[config.mk]
export PLATFORM = sky130hd
export DESIGN_NAME = spike_span_validator
export DESIGN_NICKNAME = d
export VERILOG_FILES = /design/src/rtl/spkval_pkg.sv /design/src/rtl/spkval_dpath.sv /design/src/rtl/spkval_ctrl.sv /design/src/rtl/spike_span_validator.sv
export SDC_FILE = /design/constraint.sdc
export NUM_CORES = 1
export LEC_CHECK = 0
export ABC_AREA = 0
export BUFFER_PORTS_ARGS = -buffer_cell sky130_fd_sc_hd__buf_2
export CAP_MARGIN = 0
export CORE_UTILIZATION = 45
export CTS_CLUSTER_DIAMETER = 30
export DETAILED_ROUTE_END_ITERATION = 12
export PLACE_DENSITY = 0.59
export RECOVER_POWER = 50
export SETUP_SLACK_MARGIN = 0.3
export SLEW_MARGIN = 0
export SYNTH_ARGS = -nofsm -noshare
export SYNTH_HDL_FRONTEND = slang
export SYNTH_SLANG_ARGS = --single-unit
[constraint.sdc]
create_clock -name clk -period 6.85 [get_ports clk]
set_input_delay 1.0275 -clock clk [delete_from_list [all_inputs] [get_ports clk]]
set_output_delay 1.0275 -clock clk [all_outputs]
set_load 0.05 [all_outputs]
[src/rtl/spkval_pkg.sv]
package spkval_pkg;
  typedef struct packed {
    logic fire;       // an output spike is due next cycle
    logic viaBypass;  // the spike comes from a single-partition neuron
  } vldStrobe_t;
endpackage

[src/rtl/spkval_dpath.sv]
module spkval_dpath #(
  parameter int NUM_NEURONS = 8,
  parameter int NUM_FOLDS   = 4,
  localparam int ID_W   = $clog2(NUM_NEURONS),
  localparam int SPAN_W = $clog2(NUM_FOLDS),
  localparam int CNT_W  = $clog2(NUM_FOLDS + 1)
) (
  input  logic                      clk,
  input  logic                      rstN,
  input  logic                      cfgWe,
  input  logic [ID_W-1:0]           cfgId,
  input  logic [SPAN_W-1:0]         cfgSpan,
  input  logic [ID_W-1:0]           rptId,
  input  spkval_pkg::vldStrobe_t    strobe,
  output logic [CNT_W-1:0]          needCnt,
  output logic                      spkValid,
  output logic [ID_W-1:0]           spkId
);
  logic [SPAN_W-1:0] spanTbl [NUM_NEURONS];

  for (genvar i = 0; i < NUM_NEURONS; i++) begin : g_span
    always_ff @(posedge clk) begin
      if (!rstN) spanTbl[i] <= '0;
      else if (cfgWe && cfgId == ID_W'(i)) spanTbl[i] <= cfgSpan;
    end
  end

  assign needCnt = CNT_W'(spanTbl[rptId]) + CNT_W'(1);

  always_ff @(posedge clk) begin
    if (!rstN) begin
      spkValid <= 1'b0;
      spkId    <= '0;
    end else begin
      spkValid <= strobe.fire;
      if (strobe.fire) spkId <= rptId;
    end
  end
endmodule

[src/rtl/spkval_ctrl.sv]
module spkval_ctrl #(
  parameter int NUM_NEURONS = 8,
  parameter int NUM_FOLDS   = 4,
  parameter int AGE_W       = 4,
  localparam int ID_W   = $clog2(NUM_NEURONS),
  localparam int FOLD_W = $clog2(NUM_FOLDS),
  localparam int CNT_W  = $clog2(NUM_FOLDS + 1)
) (
  input  logic                   clk,
  input  logic                   rstN,
  input  logic                   sampleTick,
  input  logic [AGE_W-1:0]       winLen,
  input  logic                   rptValid,
  input  logic [ID_W-1:0]        rptId,
  input  logic [FOLD_W-1:0]      rptFold,
  input  logic [CNT_W-1:0]       needCnt,
  output spkval_pkg::vldStrobe_t strobe
);
  logic [NUM_FOLDS-1:0]   foldBit;
  logic                   shared;
  logic [NUM_NEURONS-1:0] doneVec;

  assign foldBit = NUM_FOLDS'(1) << rptFold;
  assign shared  = needCnt > CNT_W'(1);

  for (genvar i = 0; i < NUM_NEURONS; i++) begin : g_entry
    logic                 activeQ;
    logic [NUM_FOLDS-1:0] seenQ;
    logic [AGE_W-1:0]     ageQ;
    logic                 hit, done, expire;
    logic [NUM_FOLDS-1:0] newMask;
    logic [CNT_W-1:0]     cnt;
    logic [AGE_W-1:0]     effAge;
    logic [AGE_W:0]       ageNext;

    always_comb begin
      hit     = rptValid && shared && rptId == ID_W'(i);
      newMask = seenQ | (hit ? foldBit : '0);
      cnt     = CNT_W'($countones(newMask));
      done    = hit && cnt >= needCnt;
      effAge  = activeQ ? ageQ : '0;
      ageNext = {1'b0, effAge} + (AGE_W+1)'(1);
      expire  = sampleTick && (activeQ || hit) && ageNext >= {1'b0, winLen};
    end

    always_ff @(posedge clk) begin
      if (!rstN || done || expire) begin
        activeQ <= 1'b0;
        seenQ   <= '0;
        ageQ    <= '0;
      end else if (hit) begin
        activeQ <= 1'b1;
        seenQ   <= newMask;
        ageQ    <= sampleTick ? ageNext[AGE_W-1:0] : effAge;
      end else if (sampleTick && activeQ) begin
        ageQ    <= ageNext[AGE_W-1:0];
      end
    end

    assign doneVec[i] = done;
  end

  always_comb begin
    strobe.viaBypass = rptValid && !shared;
    strobe.fire      = strobe.viaBypass || (|doneVec);
  end
endmodule

[src/rtl/spike_span_validator.sv]
module spike_span_validator #(
  parameter int NUM_NEURONS = 8,
  parameter int NUM_FOLDS   = 4,
  parameter int AGE_W       = 4,
  localparam int ID_W   = $clog2(NUM_NEURONS),
  localparam int FOLD_W = $clog2(NUM_FOLDS),
  localparam int SPAN_W = $clog2(NUM_FOLDS),
  localparam int CNT_W  = $clog2(NUM_FOLDS + 1)
) (
  input  logic              clk,
  input  logic              rstN,
  input  logic              sampleTick,
  input  logic [AGE_W-1:0]  winLen,
  input  logic              cfgWe,
  input  logic [ID_W-1:0]   cfgId,
  input  logic [SPAN_W-1:0] cfgSpan,
  input  logic              rptValid,
  input  logic [ID_W-1:0]   rptId,
  input  logic [FOLD_W-1:0] rptFold,
  output logic              spkValid,
  output logic [ID_W-1:0]   spkId
);
  spkval_pkg::vldStrobe_t strobe;
  logic [CNT_W-1:0]       needCnt;

  spkval_ctrl #(.NUM_NEURONS(NUM_NEURONS), .NUM_FOLDS(NUM_FOLDS), .AGE_W(AGE_W)) ctrl_i (
    .clk(clk), .rstN(rstN), .sampleTick(sampleTick), .winLen(winLen),
    .rptValid(rptValid), .rptId(rptId), .rptFold(rptFold),
    .needCnt(needCnt), .strobe(strobe)
  );

  spkval_dpath #(.NUM_NEURONS(NUM_NEURONS), .NUM_FOLDS(NUM_FOLDS)) dpath_i (
    .clk(clk), .rstN(rstN), .cfgWe(cfgWe), .cfgId(cfgId), .cfgSpan(cfgSpan),
    .rptId(rptId), .strobe(strobe), .needCnt(needCnt),
    .spkValid(spkValid), .spkId(spkId)
  );
endmodule

[Word-level counts from Yosys, hierarchy flattened]
Memory sizes are Yosys's and may differ from the RTL's.
Cells that the tools add are included.
Cells by class
  bitwise gates (word level): 16
  reduce and logical (&&, ||, !) cells: 88
  equal/unequal tests: 14
  $lt $le $gt $ge: 17
  mux-type cells: 73
  add/subtract/negate cells: 33
  shift operators: 1
Operator list (number)
  4-bit 2-to-1 mux: 40
  1-bit logical AND: 50
  4-bit by 1-bit adder with 5-bit output (second input constant): 8
  5-bit by 4-bit >= comparator with 1-bit output: 8
  1-bit by 1-bit adder with 2-bit output: 16
  4-bit OR: 8
  1-bit logical OR: 25
  1-bit 2-to-1 mux: 25
  3-bit adder: 8
  3-bit equality test (second input constant): 8
  3-bit >= comparator: 8
  2-bit 2-to-1 mux: 8
  2-bit nonzero test: 8
  3-bit by 2-bit equality test with 1-bit output (second input constant): 4
  1-bit OR: 8
  8-bit OR reduction: 1
  3-bit by 1-bit equality test with 1-bit output (second input constant): 2
  3-bit zero test: 2
  1-bit by 2-bit left shift with 4-bit output (first input constant): 1
  2-bit by 1-bit adder with 3-bit output (second input constant): 1
  3-bit by 1-bit greater-than comparator with 1-bit output (second input constant): 1
  1-bit zero test: 2
Storage, ports and cells
  memories: 1
  word-level logic and storage cells: 269
  output and inout port bits: 4
  bits of input ports: 19
  bits in writable memories: 16
  bits in registers: 76
Memories
  dpath_i.spanTbl: depth 8, width 2, rd ports 1, clocked after memory_dff 0, write ports 8, line spkval_dpath.sv:19  | logic [SPAN_W-1:0] spanTbl [NUM_NEURONS];

[Logic depth before layout (Yosys ltp)]
Gate-level depths: netlist of run 1.
An unclocked memory read counts as a cell.
  depth after elaboration: 13
  mapped depth: 18
  depth with buffers taken out: 16

[Modules after synthesis]
From an unflattened synthesis of run 1, not the netlist that was laid out.
Second synthesis, totals
  cells, all modules: 666
  area total of the unflattened synthesis: 6132.1 sq um
Modules (own cells, without submodules)
  spkval_ctrl: times used 1, area an instance 5190.0 sq um, cells each 595, seq. area each 1441.4 sq um
  spkval_dpath: times used 1, area an instance 942.2 sq um, cells each 71, seq. area each 560.5 sq um

[Least setup slack after synthesis of run 1]
OpenSTA, ideal clock, no wires.
  path kind: input port to flip-flop
  start: in rptId[0]
  end: reg dpath_i.spkId[0]
  setup time: 0.072 ns
  cell stages on the path: 17
  slack: 1.418 ns
  buffers on the path: 2
  data arrival time: 5.360 ns
  data required time: 6.778 ns
  cells stage by stage: buf_4 > mux4_1 > mux2i_1 > ha_1 > or3b_4 > nor2_4 > buf_6 > a21o_1 > ha_1 > ha_1 > fa_1 > ha_1 > a211o_1 > o211ai_1 > nand2_1 > nor4b_4 > mux2i_1
Between the ends
  longest elaborated chain between the ends: 13
  elaborated cells on any way between the ends: 80
  those cells by class: 25 x add/sub; 9 x order compare; 7 x eq/ne; 8 x mux; 8 x bitwise; 22 x reduce/logical; 1 x memory
Ends and longest elaborated chain
  start: declaration: line spike_span_validator.sv:18  | input logic [ID_W-1:0] rptId,
  memory read 8 x 2 bit
  2-bit by 1-bit adder with 3-bit output: line spkval_dpath.sv:28  | assign needCnt = CNT_W'(spanTbl[rptId]) + CNT_W'(1);
  3-bit by 1-bit greater-than comparator with 1-bit output: line spkval_ctrl.sv:24  | assign shared = needCnt > CNT_W'(1);
  1-bit logical AND: line spkval_ctrl.sv:37  | hit = rptValid && shared && rptId == ID_W'(i);
  1-bit logical AND *: line spkval_ctrl.sv:37
  4-bit 2-to-1 mux *: line spkval_ctrl.sv:38  | newMask = seenQ | (hit ? foldBit : '0);
  4-bit OR *: line spkval_ctrl.sv:38
  named net ctrl_i.g_entry[5].newMask[2]: line spkval_ctrl.sv:31  | logic [NUM_FOLDS-1:0] newMask;
  1-bit by 1-bit adder with 2-bit output (implied by the code) *: line spkval_ctrl.sv:39  | cnt = CNT_W'($countones(newMask));
  3-bit adder (implied by the code) *: line spkval_ctrl.sv:39
  3-bit >= comparator *: line spkval_ctrl.sv:40  | done = hit && cnt >= needCnt;
  1-bit logical AND *: line spkval_ctrl.sv:40
  8-bit OR reduction *: line spkval_ctrl.sv:65  | strobe.fire = strobe.viaBypass || (|doneVec);
  1-bit logical OR *: line spkval_ctrl.sv:65
  end signal: assignment: line spkval_dpath.sv:36  | if (strobe.fire) spkId <= rptId;
  end: declaration: line spkval_dpath.sv:17  | output logic [ID_W-1:0] spkId
The timed path passes the listed nets; every way through them passes the cells marked *.
A chain may end at the register's enable or synchronous reset.

[Worst setup path in the final report of run 1]
  start: in rptId[0]
  end: reg ctrl_i.g_entry[1].ageQ[0]
Between the ends
  longest elaborated chain between the ends: 13
  elaborated cells on any way between the ends: 20
  those cells by class: 4 x add/sub; 2 x order compare; 1 x eq/ne; 2 x mux; 1 x bitwise; 9 x reduce/logical; 1 x memory
Ends and longest elaborated chain
  memory read 8 x 2 bit
  2-bit by 1-bit adder with 3-bit output: line spkval_dpath.sv:28
  3-bit by 1-bit greater-than comparator with 1-bit output: line spkval_ctrl.sv:24
  1-bit logical AND: line spkval_ctrl.sv:37
  1-bit logical AND *: line spkval_ctrl.sv:37
  4-bit 2-to-1 mux *: line spkval_ctrl.sv:38
  4-bit OR *: line spkval_ctrl.sv:38
  named net ctrl_i.g_entry[1].newMask[2]: line spkval_ctrl.sv:31
  1-bit by 1-bit adder with 2-bit output (implied by the code) *: line spkval_ctrl.sv:39
  3-bit adder (implied by the code) *: line spkval_ctrl.sv:39
  3-bit >= comparator *: line spkval_ctrl.sv:40
  1-bit logical AND *: line spkval_ctrl.sv:40
  1-bit logical OR * (2 in a row): line spkval_ctrl.sv:47  | if (!rstN || done || expire) begin
  end signal: assignment: line spkval_ctrl.sv:54  | ageQ <= sampleTick ? ageNext[AGE_W-1:0] : effAge;
  end signal: assignment: line spkval_ctrl.sv:56  | ageQ <= ageNext[AGE_W-1:0];
  end: declaration: line spkval_ctrl.sv:29  | logic [AGE_W-1:0] ageQ;
Marks and branches as above.

==> results of run 1 <==
Yosys cell counts (4+ instances only):
cell / count / area, um2
mux2_2: 12 / 135
nor3b_1: 8 / 60.1
a21o_1: 46 / 345
mux4_1: 4 / 105
inv_1: 16 / 60.1
fa_1: 8 / 160
nand4_1: 9 / 56.3
and2_1: 25 / 156
clkbuf_1: 11 / 41.3
nand3_1: 13 / 65.1
a32oi_1: 8 / 70.1
ha_1: 90 / 1130
buf_2: 12 / 60.1
a41o_1: 8 / 80.1
mux2i_1: 5 / 50.1
dfxtp_1: 76 / 1520
nor2b_1: 42 / 263
edfxtp_1: 16 / 480
a21oi_1: 51 / 255
xnor2_1: 24 / 210
a2111oi_2: 5 / 75.1
nand2b_1: 14 / 87.6
o211ai_1: 5 / 37.5
o21ai_0: 21 / 105
nor3_1: 7 / 35.0
nor2_1: 75 / 282
nand2_1: 42 / 158
buf_4: 4 / 30.0
o211ai_2: 6 / 75.1
layout make-up:
| cell class | instances | area [um2] | area share, % |
|---|---|---|---|
| multi-input combinational | 552 | 4220 | 61.1 |
| sequential | 92 | 2000 | 29.0 |
| clock buffer | 10 | 229 | 3.32 |
| tap | 180 | 225 | 3.26 |
| timing repair buffer | 24 | 118 | 1.70 |
| inverter | 16 | 60.1 | 0.870 |
| clock inverter | 6 | 50.0 | 0.725 |
critical path, delay by kind of cell:
family,cells,cell delay [ns]
buf+inv,2,0.64
fa+ha+maj,5,1.37
compound gates,5,1.50
simple gates,2,1.09
mux,2,0.43
power breakdown:
part           total (W)  leakage, nW  internal (W)  switching, W
combinational   0.000179         2.40     0.0000666      0.000112
clock           0.000469        0.129      0.000249      0.000220
sequential      0.000575        0.768      0.000564     0.0000107
total            0.00122         3.30      0.000880      0.000343
metal layers:
| layer | routed length (um) | global-route usage [%] |
|---|---|---|
| met5 | 0 | 0 |
| met4 | 195 | 6.71 |
| met3 | 572 | 3.75 |
| met2 | 6380 | 32.2 |
| met1 | 6390 | 25.9 |
worst max-delay path by stage:
| stage | endpoint | slack (ns) | depth (start not counted) |
|---|---|---|---|
| floorplan | dpath_i.spkId[0] | 1.42 | 17 |
| global placement | dpath_i.spkId[0] | 1.26 | 18 |
| detailed placement | dpath_i.spkId[2] | 1.07 | 18 |
| CTS | dpath_i.spkId[2] | 1.46 | 18 |
| global route | ctrl_i.g_entry[1].ageQ[0] | 0.62 | 16 |
| finish | ctrl_i.g_entry[1].ageQ[0] | 1.04 | 16 |
metrics by stage:
stage	instances	power [W]
after floorplan	692	0.000723
after global placement	864	0.000765
after detailed placement	864	0.000771
after CTS	880	0.00124
after global routing	880	0.00129
final	880	0.00122
state kept, by name (all words and copies together) (netlist names):
signal and flops:
ctrl_i.g_entry.activeQ 8, ctrl_i.g_entry.seenQ 32, dpath_i.spkId 3, dpath_i.spkValid 1, dpath_i.spanTbl 16, ctrl_i.g_entry.ageQ 32
cells by family (layout without fill, tap and decap cells):
family          count (synthesis)  count (layout)  share of synthesized area (%)
simple gates                  246             246                           19.8
compound gates                161             161                           17.8
fa+ha+maj                      98              98                           19.8
flops                          92              92                           30.8
buf+inv                        48              56                           3.74
xor+xnor                       24              24                           3.23
mux                            23              23                           4.87
==> impl_metrics.tcl, run 1 <==
set metrics [dict create \
    status "finished clean" \
    numClockSinks 92 \
    synth_async_sr_flop_share_pct 0 \
    netlist_area_um2 6500 \
    ioPinCount 23 \
    synth_cells 692 \
    drive_above_1_share_pct 8.86 \
    detail-route-antenna-nets 0 \
    critical_path.startpoint "rptId[0]" \
    cts-htree-levels 3 \
    grt_pass1_wl_um 22600 \
    setup_ws_ns 1.04 \
    via_per_inst 5.44 \
    synth_warnings 0 \
    critPathCaptureType "register" \
    cts_tree "built" \
    wl_um 13500 \
    cts_buffer_depth 2 \
    cts_resized 0 \
    slew_viol_final 0 \
    antenna_found_initial 1 \
    place_congestion 0.745 \
    hold_violations 0 \
    cp-start-kind "primary input" \
    max-cap-violations 0 \
    die_y_um 122 \
    grt_overflow 0 \
    fin_area_um2 6910 \
    numPortBuffers 22 \
    p_per_area_nw_per_um2 177 \
    fin_skew_ns 0.0103 \
    dp_hpwl_um 9810 \
    crit_type "primary input to register" \
    r2r_start "dpath_i.spanTbl[5][0]" \
    worst_pin_slew_ns 1.42 \
    grtUsageTotal_pct 19.7 \
    fp.dieW_um 122 \
    nets 812 \
    firstDrtPassIters 6 \
    clkTransAtPathRegs_ns 0.07 \
    cp_slowest_cell "nor2_1" \
    drc 0 \
    ys_ff_latch 92 \
    final_util_pct 49.4 \
    yosys_most_used_dff "dfxtp_1" \
    post_drt_wl_per_cell_um 15.4 \
    dpl-instance-area_um2 6670 \
    crit_required_ns 7.09 \
    synth_cell_type_count 48 \
    insertion_delay_ns 0.35 \
    coreArea_um2 14000 \
    setup_viol 0 \
    numCtsBuffers 9 \
    rrSetupSlack_ns 1.96 \
    crit_arrival_ns 6.06 \
    cp_cell_sequence "clkbuf_1, mux4_1, mux2i_1, buf_4, ha_1, or3b_1, nor2_1, a21o_1, ha_1, ha_1, fa_1, ha_1, a211o_1, o211ai_1, o211ai_1, a2111oi_2" \
    die_area_um2 14900 \
    grt_max_degree 66 \
    cts_root_buffer "clkbuf_16" \
    slowest_delay_ns 0.64 \
    fin_crit_sh_pct 84.9 \
    diodes 0 \
    worstHoldPathType "register to register" \
    synth_nets 809 \
    seq_area_frac_synth_pct 30.8 \
    worst_path_most_repeated_cell "ha_1" \
    holdWs_ns 0.476 \
    timing.fmax_mhz 172 \
    row_count 43 \
    rsz0062_at_grt "false" \
    layout_common_cells "ha_1 (90), nor2_1 (77), dfxtp_1 (76)" \
    critical_path_peak_fanout 12 \
    grt_pass1_vias 4545 \
    drtIter0Drc 226 \
    cts_hold_buffers 0 \
    start_util_pct 46.5 \
    vias 4787 \
    layout_commonest_cell "ha_1" \
    min-delay-start "dpath_i.spkId[1]" \
    cts_setup_buffers 0 \
    syn_to_final_growth_pct 6.26 \
    leakagePower_nw 3.30 \
    syn_avg_cell_area_um2 9.39 \
    r2r_end "ctrl_i.g_entry[1].ageQ[0]" \
    fin_setup_tns_ns 0 \
    irDropWorstVdd_uv 139 \
    num-fill-cells 1316 \
    worst_hold_path.endpoint "dpath_i.spkId[1]" \
    synth_edf_count 16 \
    slew_headroom_pct 5.39 \
    period_minus_slack_ns 5.81 \
    r2r_cells 15 \
    hold_depth 2 \
    dp_slack_ns 1.07 \
]
(Power assumes the default switching activity.)
==> run 2: changes to the inputs <==
--- a/config.mk
+++ b/config.mk
@@ -11,7 +11,7 @@
 export CORE_UTILIZATION = 45
 export CTS_CLUSTER_DIAMETER = 30
 export DETAILED_ROUTE_END_ITERATION = 12
-export PLACE_DENSITY = 0.59
+export PLACE_DENSITY = 0.61
 export RECOVER_POWER = 50
 export SETUP_SLACK_MARGIN = 0.3
 export SLEW_MARGIN = 0
==> constraint.sdc (replaced) <==
create_clock -name clk -period 4.95 [get_ports clk]
set_input_delay 0.7425 -clock clk [delete_from_list [all_inputs] [get_ports clk]]
set_output_delay 0.7425 -clock clk [all_outputs]
set_load 0.05 [all_outputs]
==> run 2 against run 1 <==
First-iteration DRC count is 18% lower. Clock power is 43% higher. Final cell count is 3.1% higher. Flip-flop and latch count stayed put. Routed wire length is 0.24% lower. Final area is 3.6% higher. Critical path type unchanged. Non-clock buffer count is 26 higher. Power is 42% higher. Via count is 4.0% higher. Die area stayed put. Global-route usage is 0.28 points higher. Clock skew is 0.0062 ns lower.
==> impl_metrics.tcl, run 2 (synthesized netlist as in run 1, its figures left out) <==
set metrics [dict create \
    status "finished clean" \
    firstDrtPassIters 4 \
    nets 838 \
    antenna_found_initial 1 \
    drtIter0Drc 186 \
    syn_to_final_growth_pct 10.1 \
    numPortBuffers 22 \
    worstHoldPathType "register to register" \
    period_minus_slack_ns 4.53 \
    max-cap-violations 0 \
    row_count 43 \
    via_per_inst 5.49 \
    slew_headroom_pct 9.08 \
    drc 0 \
    grt_overflow 0 \
    die_y_um 122 \
    insertion_delay_ns 0.34 \
    cts_root_buffer "clkbuf_16" \
    cts-htree-levels 3 \
    grt_pass1_vias 4760 \
    detail-route-antenna-nets 0 \
    instances_no_fill 907 \
    vias 4978 \
    rsz0062_at_grt "false" \
    post_drt_wl_per_cell_um 14.9 \
    hold_violations 0 \
    grt_max_degree 50 \
    start_util_pct 46.5 \
    place_congestion 0.841 \
    crit_arrival_ns 4.80 \
    placedCellCount 887 \
    total_power_w 0.00174 \
    die_area_um2 14900 \
    cts_tree "built" \
    dp_slack_ns -0.0509 \
    coreArea_um2 14000 \
    setup_ws_ns 0.420 \
    layout_commonest_cell "ha_1" \
    dp_hpwl_um 9870 \
    crit_required_ns 5.22 \
    irDropWorstVdd_uv 160 \
    rrSetupSlack_ns 0.54 \
    grtUsageTotal_pct 20.0 \
    layout_common_cells "ha_1 (89), dfxtp_1 (76), nor2_1 (71)" \
    fin_skew_ns 0.00410 \
    numCtsBuffers 9 \
    critPathCaptureType "register" \
    reg.largest.list "ctrl_i.g_entry.ageQ: 32 flops, ctrl_i.g_entry.seenQ: 32 flops, dpath_i.spanTbl: 16 flops" \
    crit_type "primary input to register" \
    slew_viol_final 0 \
    setup_viol 0 \
    grt_pass1_wl_um 23100 \
    clkTransAtPathRegs_ns 0.06 \
    fin_crit_sh_pct 91.5 \
    critical_path_peak_fanout 6 \
    drive_above_1_share_pct 13.5 \
    fp.dieW_um 122 \
    p_per_area_nw_per_um2 243 \
    cts_buffer_depth 2 \
    wl_um 13500 \
    worst_pin_slew_ns 1.36 \
    leakagePower_nw 3.41 \
    ioPinCount 23 \
    cts_hold_buffers 0 \
    timing.fmax_mhz 221 \
    cp-start-kind "primary input" \
    numClockSinks 92 \
]
run 2: repair_timing:
action	4_1_cts	5_1_grt
buffers inserted	0	3
pin swaps	1	8
resized for setup	1	14
endpoints found under the setup margin	2	6
run 2: worst paths after layout:
path | from | to | cells past startpoint
min | dpath_i.spkId[2] | dpath_i.spkId[2] | 2
max | rptId[0] | dpath_i.spkId[0] | 17
max reg2reg | dpath_i.spanTbl[1][1] | dpath_i.spkId[0] | 16
min reg2reg | dpath_i.spkId[2] | dpath_i.spkId[2] | 2
run 2: routing by layer:
layer  global-route usage (%)  part of all wire (%)  vias to the layer above
li1                         -                     -                     2551
met2                     32.8                    46                       72
met1                     26.2                    50                     2348
met4                     5.56                  0.92                        0
met5                        0                     0                        -
met3                     4.45                   3.6                        7
run 2: through the flow:
stage | hold slack [ns] | setup TNS (ns) | util (%) | instance area, um2
2_1_floorplan | 0.464 | 0 | - | 6520
3_3_place_gp | 0.447 | 0 | 49.0 | 6850
3_5_place_dp | 0.450 | -0.135 | 49.0 | 6850
4_1_cts | 0.463 | 0 | 51.1 | 7150
5_1_grt | 0.486 | 0 | 51.1 | 7150
6_report | 0.466 | 0 | 51.1 | 7150
run 2: area by class of cell:
type	instances	area [um2]
Fill cell	1319	6840
Multi-Input combinational cell	552	4260
Sequential cell	92	2000
Timing Repair Buffer	50	309
Clock buffer	13	274
Tap cell	180	225
Inverter	16	60.1
Clock inverter	3	20.0
Antenna cell	1	2.50
run 2: where the power goes:
| group | leakage (nW) | internal [W] | switching [W] |
|---|---|---|---|
| Sequential | 0.768 | 0.000781 | 0.0000142 |
| Clock | 0.141 | 0.000386 | 0.000285 |
| Combinational | 2.50 | 0.000110 | 0.000164 |
run 2: critical path: stages:
cell and delay (ns):
buf_8 0.10, mux4_2 0.54, mux2i_4 0.18, ha_1 0.21, or3b_1 0.32, nor2_4 0.11, a21o_1 0.20, ha_1 0.29
ha_1 0.21, fa_1 0.43, ha_1 0.28, a211o_1 0.25, o211ai_1 0.13, nand2_1 0.15, nor4b_4 0.28, buf_4 0.19
mux2i_1 0.18
==> run 3: changes to the inputs <==
--- a/config.mk
+++ b/config.mk
@@ -5,7 +5,7 @@
 export SDC_FILE = /design/constraint.sdc
 export NUM_CORES = 1
 export LEC_CHECK = 0
-export ABC_AREA = 0
+export ABC_AREA = 1
 export BUFFER_PORTS_ARGS = -buffer_cell sky130_fd_sc_hd__buf_2
 export CAP_MARGIN = 0
 export CORE_UTILIZATION = 45
==> run 3 against run 2 <==
Clock power increased by 5.7%. Power grew 2.8%. Flip-flop and latch count stayed put. Final area rose by 0.79%. Critical endpoint is now dpath_i.spkId[2]. Largest cell class unchanged. Highest routed layer unchanged.
==> impl_metrics.tcl, run 3 <==
set metrics [dict create \
    status "finished clean" \
    synth_most_common_cell "nand2_1" \
    insertion_delay_ns 0.35 \
    yosys_most_used_dff "dfxtp_1" \
    ioPinCount 23 \
    vias 5533 \
    placedCellCount 1126 \
    crit_arrival_ns 4.65 \
    cp_slowest_cell "fa_1" \
    synth_cell_type_count 33 \
    fin_setup_tns_ns 0 \
    grt_pass1_vias 4952 \
    hold_violations 0 \
    crit_required_ns 5.19 \
    synth_warnings 0 \
    synth_top_area_share_pct 23.1 \
    timing.fmax_mhz 227 \
    cp-start-kind "primary input" \
    p_per_area_nw_per_um2 248 \
    dp_hpwl_um 10600 \
    critPathTopFamily "adder cells" \
    ys_ff_latch 92 \
    fin_skew_ns 0.00560 \
    post_drt_wl_per_cell_um 11.9 \
    netlist_area_um2 6580 \
    firstDrtPassIters 4 \
    antenna_found_initial 0 \
    numPortBuffers 22 \
    cts-htree-levels 3 \
    cts_tree "built" \
    grt_max_degree 36 \
    diodes 0 \
    synthTopCellsByCount "nand2_1 (181), inv_1 (179), nor2_1 (133)" \
    cts_buffer_depth 2 \
    grt_overflow 0 \
    grt_pass1_wl_um 23100 \
    period_minus_slack_ns 4.40 \
    fp.dieW_um 123 \
    leakagePower_nw 3.82 \
    seq_area_frac_synth_pct 30.4 \
    syn_to_final_growth_pct 9.63 \
    detail-route-antenna-nets 0 \
    slowest_delay_ns 0.45 \
    wl_um 13700 \
    critical_path_peak_fanout 9 \
    cts_root_buffer "clkbuf_16" \
    slew_viol_final 0 \
    crit_type "primary input to register" \
    num-fill-cells 1433 \
    cts_hold_buffers 0 \
    synth_top_area_cell "dfxtp_1" \
    worstHoldPathType "register to register" \
    synth_cells 936 \
    instances_no_fill 1143 \
    clkTransAtPathRegs_ns 0.06 \
    syn_avg_cell_area_um2 7.03 \
    max-cap-violations 0 \
    crit_buf_inv 7 \
    layout_common_cells "nand2_1 (185), inv_1 (179), nor2_1 (132)" \
    rrSetupSlack_ns 1.09 \
    reg.largest.list "ctrl_i.g_entry.ageQ: 32 flops, ctrl_i.g_entry.seenQ: 32 flops, dpath_i.spanTbl: 16 flops" \
    worst_pin_slew_ns 0.903 \
    drc 0 \
    synth_area_leaders "dfxtp_1 (23%), ha_1 (17%), nand2_1 (10%)" \
    worst_path_most_repeated_cell "nand2_1" \
    row_count 43 \
    synth_edf_count 16 \
    via_per_inst 4.84 \
    irDropWorstVdd_uv 152 \
    synth_async_sr_flop_share_pct 0 \
    start_util_pct 46.8 \
    setup_viol 0 \
    die_area_um2 15100 \
    multi_input_area_um2 3800 \
    fin_crit_sh_pct 88.9 \
    rsz0062_at_grt "false" \
    regArea_um2 2000 \
    die_y_um 123 \
    total_power_w 0.00179 \
    numCtsBuffers 9 \
    drtIter0Drc 230 \
    critPathCaptureType "register" \
    grtUsageTotal_pct 19.6 \
    drive_above_1_share_pct 7.89 \
    slew_headroom_pct 39.8 \
    coreArea_um2 14000 \
    layout_commonest_cell "nand2_1" \
    numClockSinks 92 \
    place_congestion 0.783 \
    holdWs_ns 0.466 \
    nets 1076 \
    synth_nets 1053 \
]
==> run 3: final cells by class <==
class,count,area share [%]
Multi-Input combinational cell,632,52.7
Tap cell,180,3.12
Clock inverter,3,0.625
Timing Repair Buffer,27,1.96
Sequential cell,92,27.8
Clock buffer,12,3.56
Inverter,197,10.3
==> run 3: worst register-to-register path, stage by stage (launching register included) <==
cell and delay [ns]:
edfxtp_1 0.35, a22oi_1 0.09, nand2_1 0.07, inv_1 0.04, o21ai_1 0.15, inv_1 0.08, ha_1 0.19, inv_1 0.16
nand3_4 0.16, nor2_4 0.15, inv_2 0.11, o21ai_1 0.18, ha_1 0.26, ha_1 0.21, fa_1 0.45, ha_1 0.28
nand2_1 0.06, inv_1 0.04, nand2_1 0.05, nand2_1 0.06, nand2_1 0.09, nand3_1 0.13, nor2_4 0.21, nand3_1 0.09
nand2_1 0.07, nor2_1 0.05
==> run 3: cells by family (layout without fill, tap and decap cells) <==
group           after synthesis  count (layout)  share of synthesized area (%)
buf+inv                     212             239                           12.2
fa+ha+maj                    98              98                           19.6
simple gates                376             376                           24.1
xor+xnor                      9               9                           1.20
flops                        92              92                           30.4
compound gates              149             149                           12.5
==> run 3: per-stage QoR <==
step	instance area [um2]	utilization, %	setup WS [ns]
2_1_floorplan	6580	-	0.591
3_3_place_gp	6870	49.0	0.162
3_5_place_dp	6870	49.0	0.118
4_1_cts	7180	51.1	0.497
5_1_grt	7210	51.3	0.214
6_report	7210	51.3	0.547
==> run 3: per-layer routing <==
| layer | wire length, um | GRT usage, % | vias to the layer above | share of wire (%) |
|---|---|---|---|---|
| li1 | - | - | 3000 | - |
| met2 | 6310 | 32.8 | 46 | 46 |
| met1 | 6870 | 25.8 | 2474 | 50 |
| met3 | 268 | 2.40 | 13 | 2.0 |
| met4 | 198 | 7.01 | 0 | 1.5 |
| met5 | 0 | 0 | - | 0 |
==> run 3: final timing paths <==
path / from / endpoint / cells past startpoint
max: rptId[0] / dpath_i.spkId[2] / 28
min: ctrl_i.g_entry[4].seenQ[2] / ctrl_i.g_entry[4].seenQ[2] / 2
max reg2reg: dpath_i.spanTbl[2][0] / dpath_i.spkId[2] / 25
min reg2reg: ctrl_i.g_entry[4].seenQ[2] / ctrl_i.g_entry[4].seenQ[2] / 2
==> run 3: report_power, final <==
part | internal [W] | switching, W
sequential | 0.000785 | 0.0000146
combinational | 0.0000876 | 0.000193
clock | 0.000418 | 0.000292
==> run 3: what timing repair did <==
action / 4_1_cts / 5_1_grt
gates resized for setup: 0 / 9
setup buffers: 0 / 2
endpoints found under the setup margin: 0 / 14
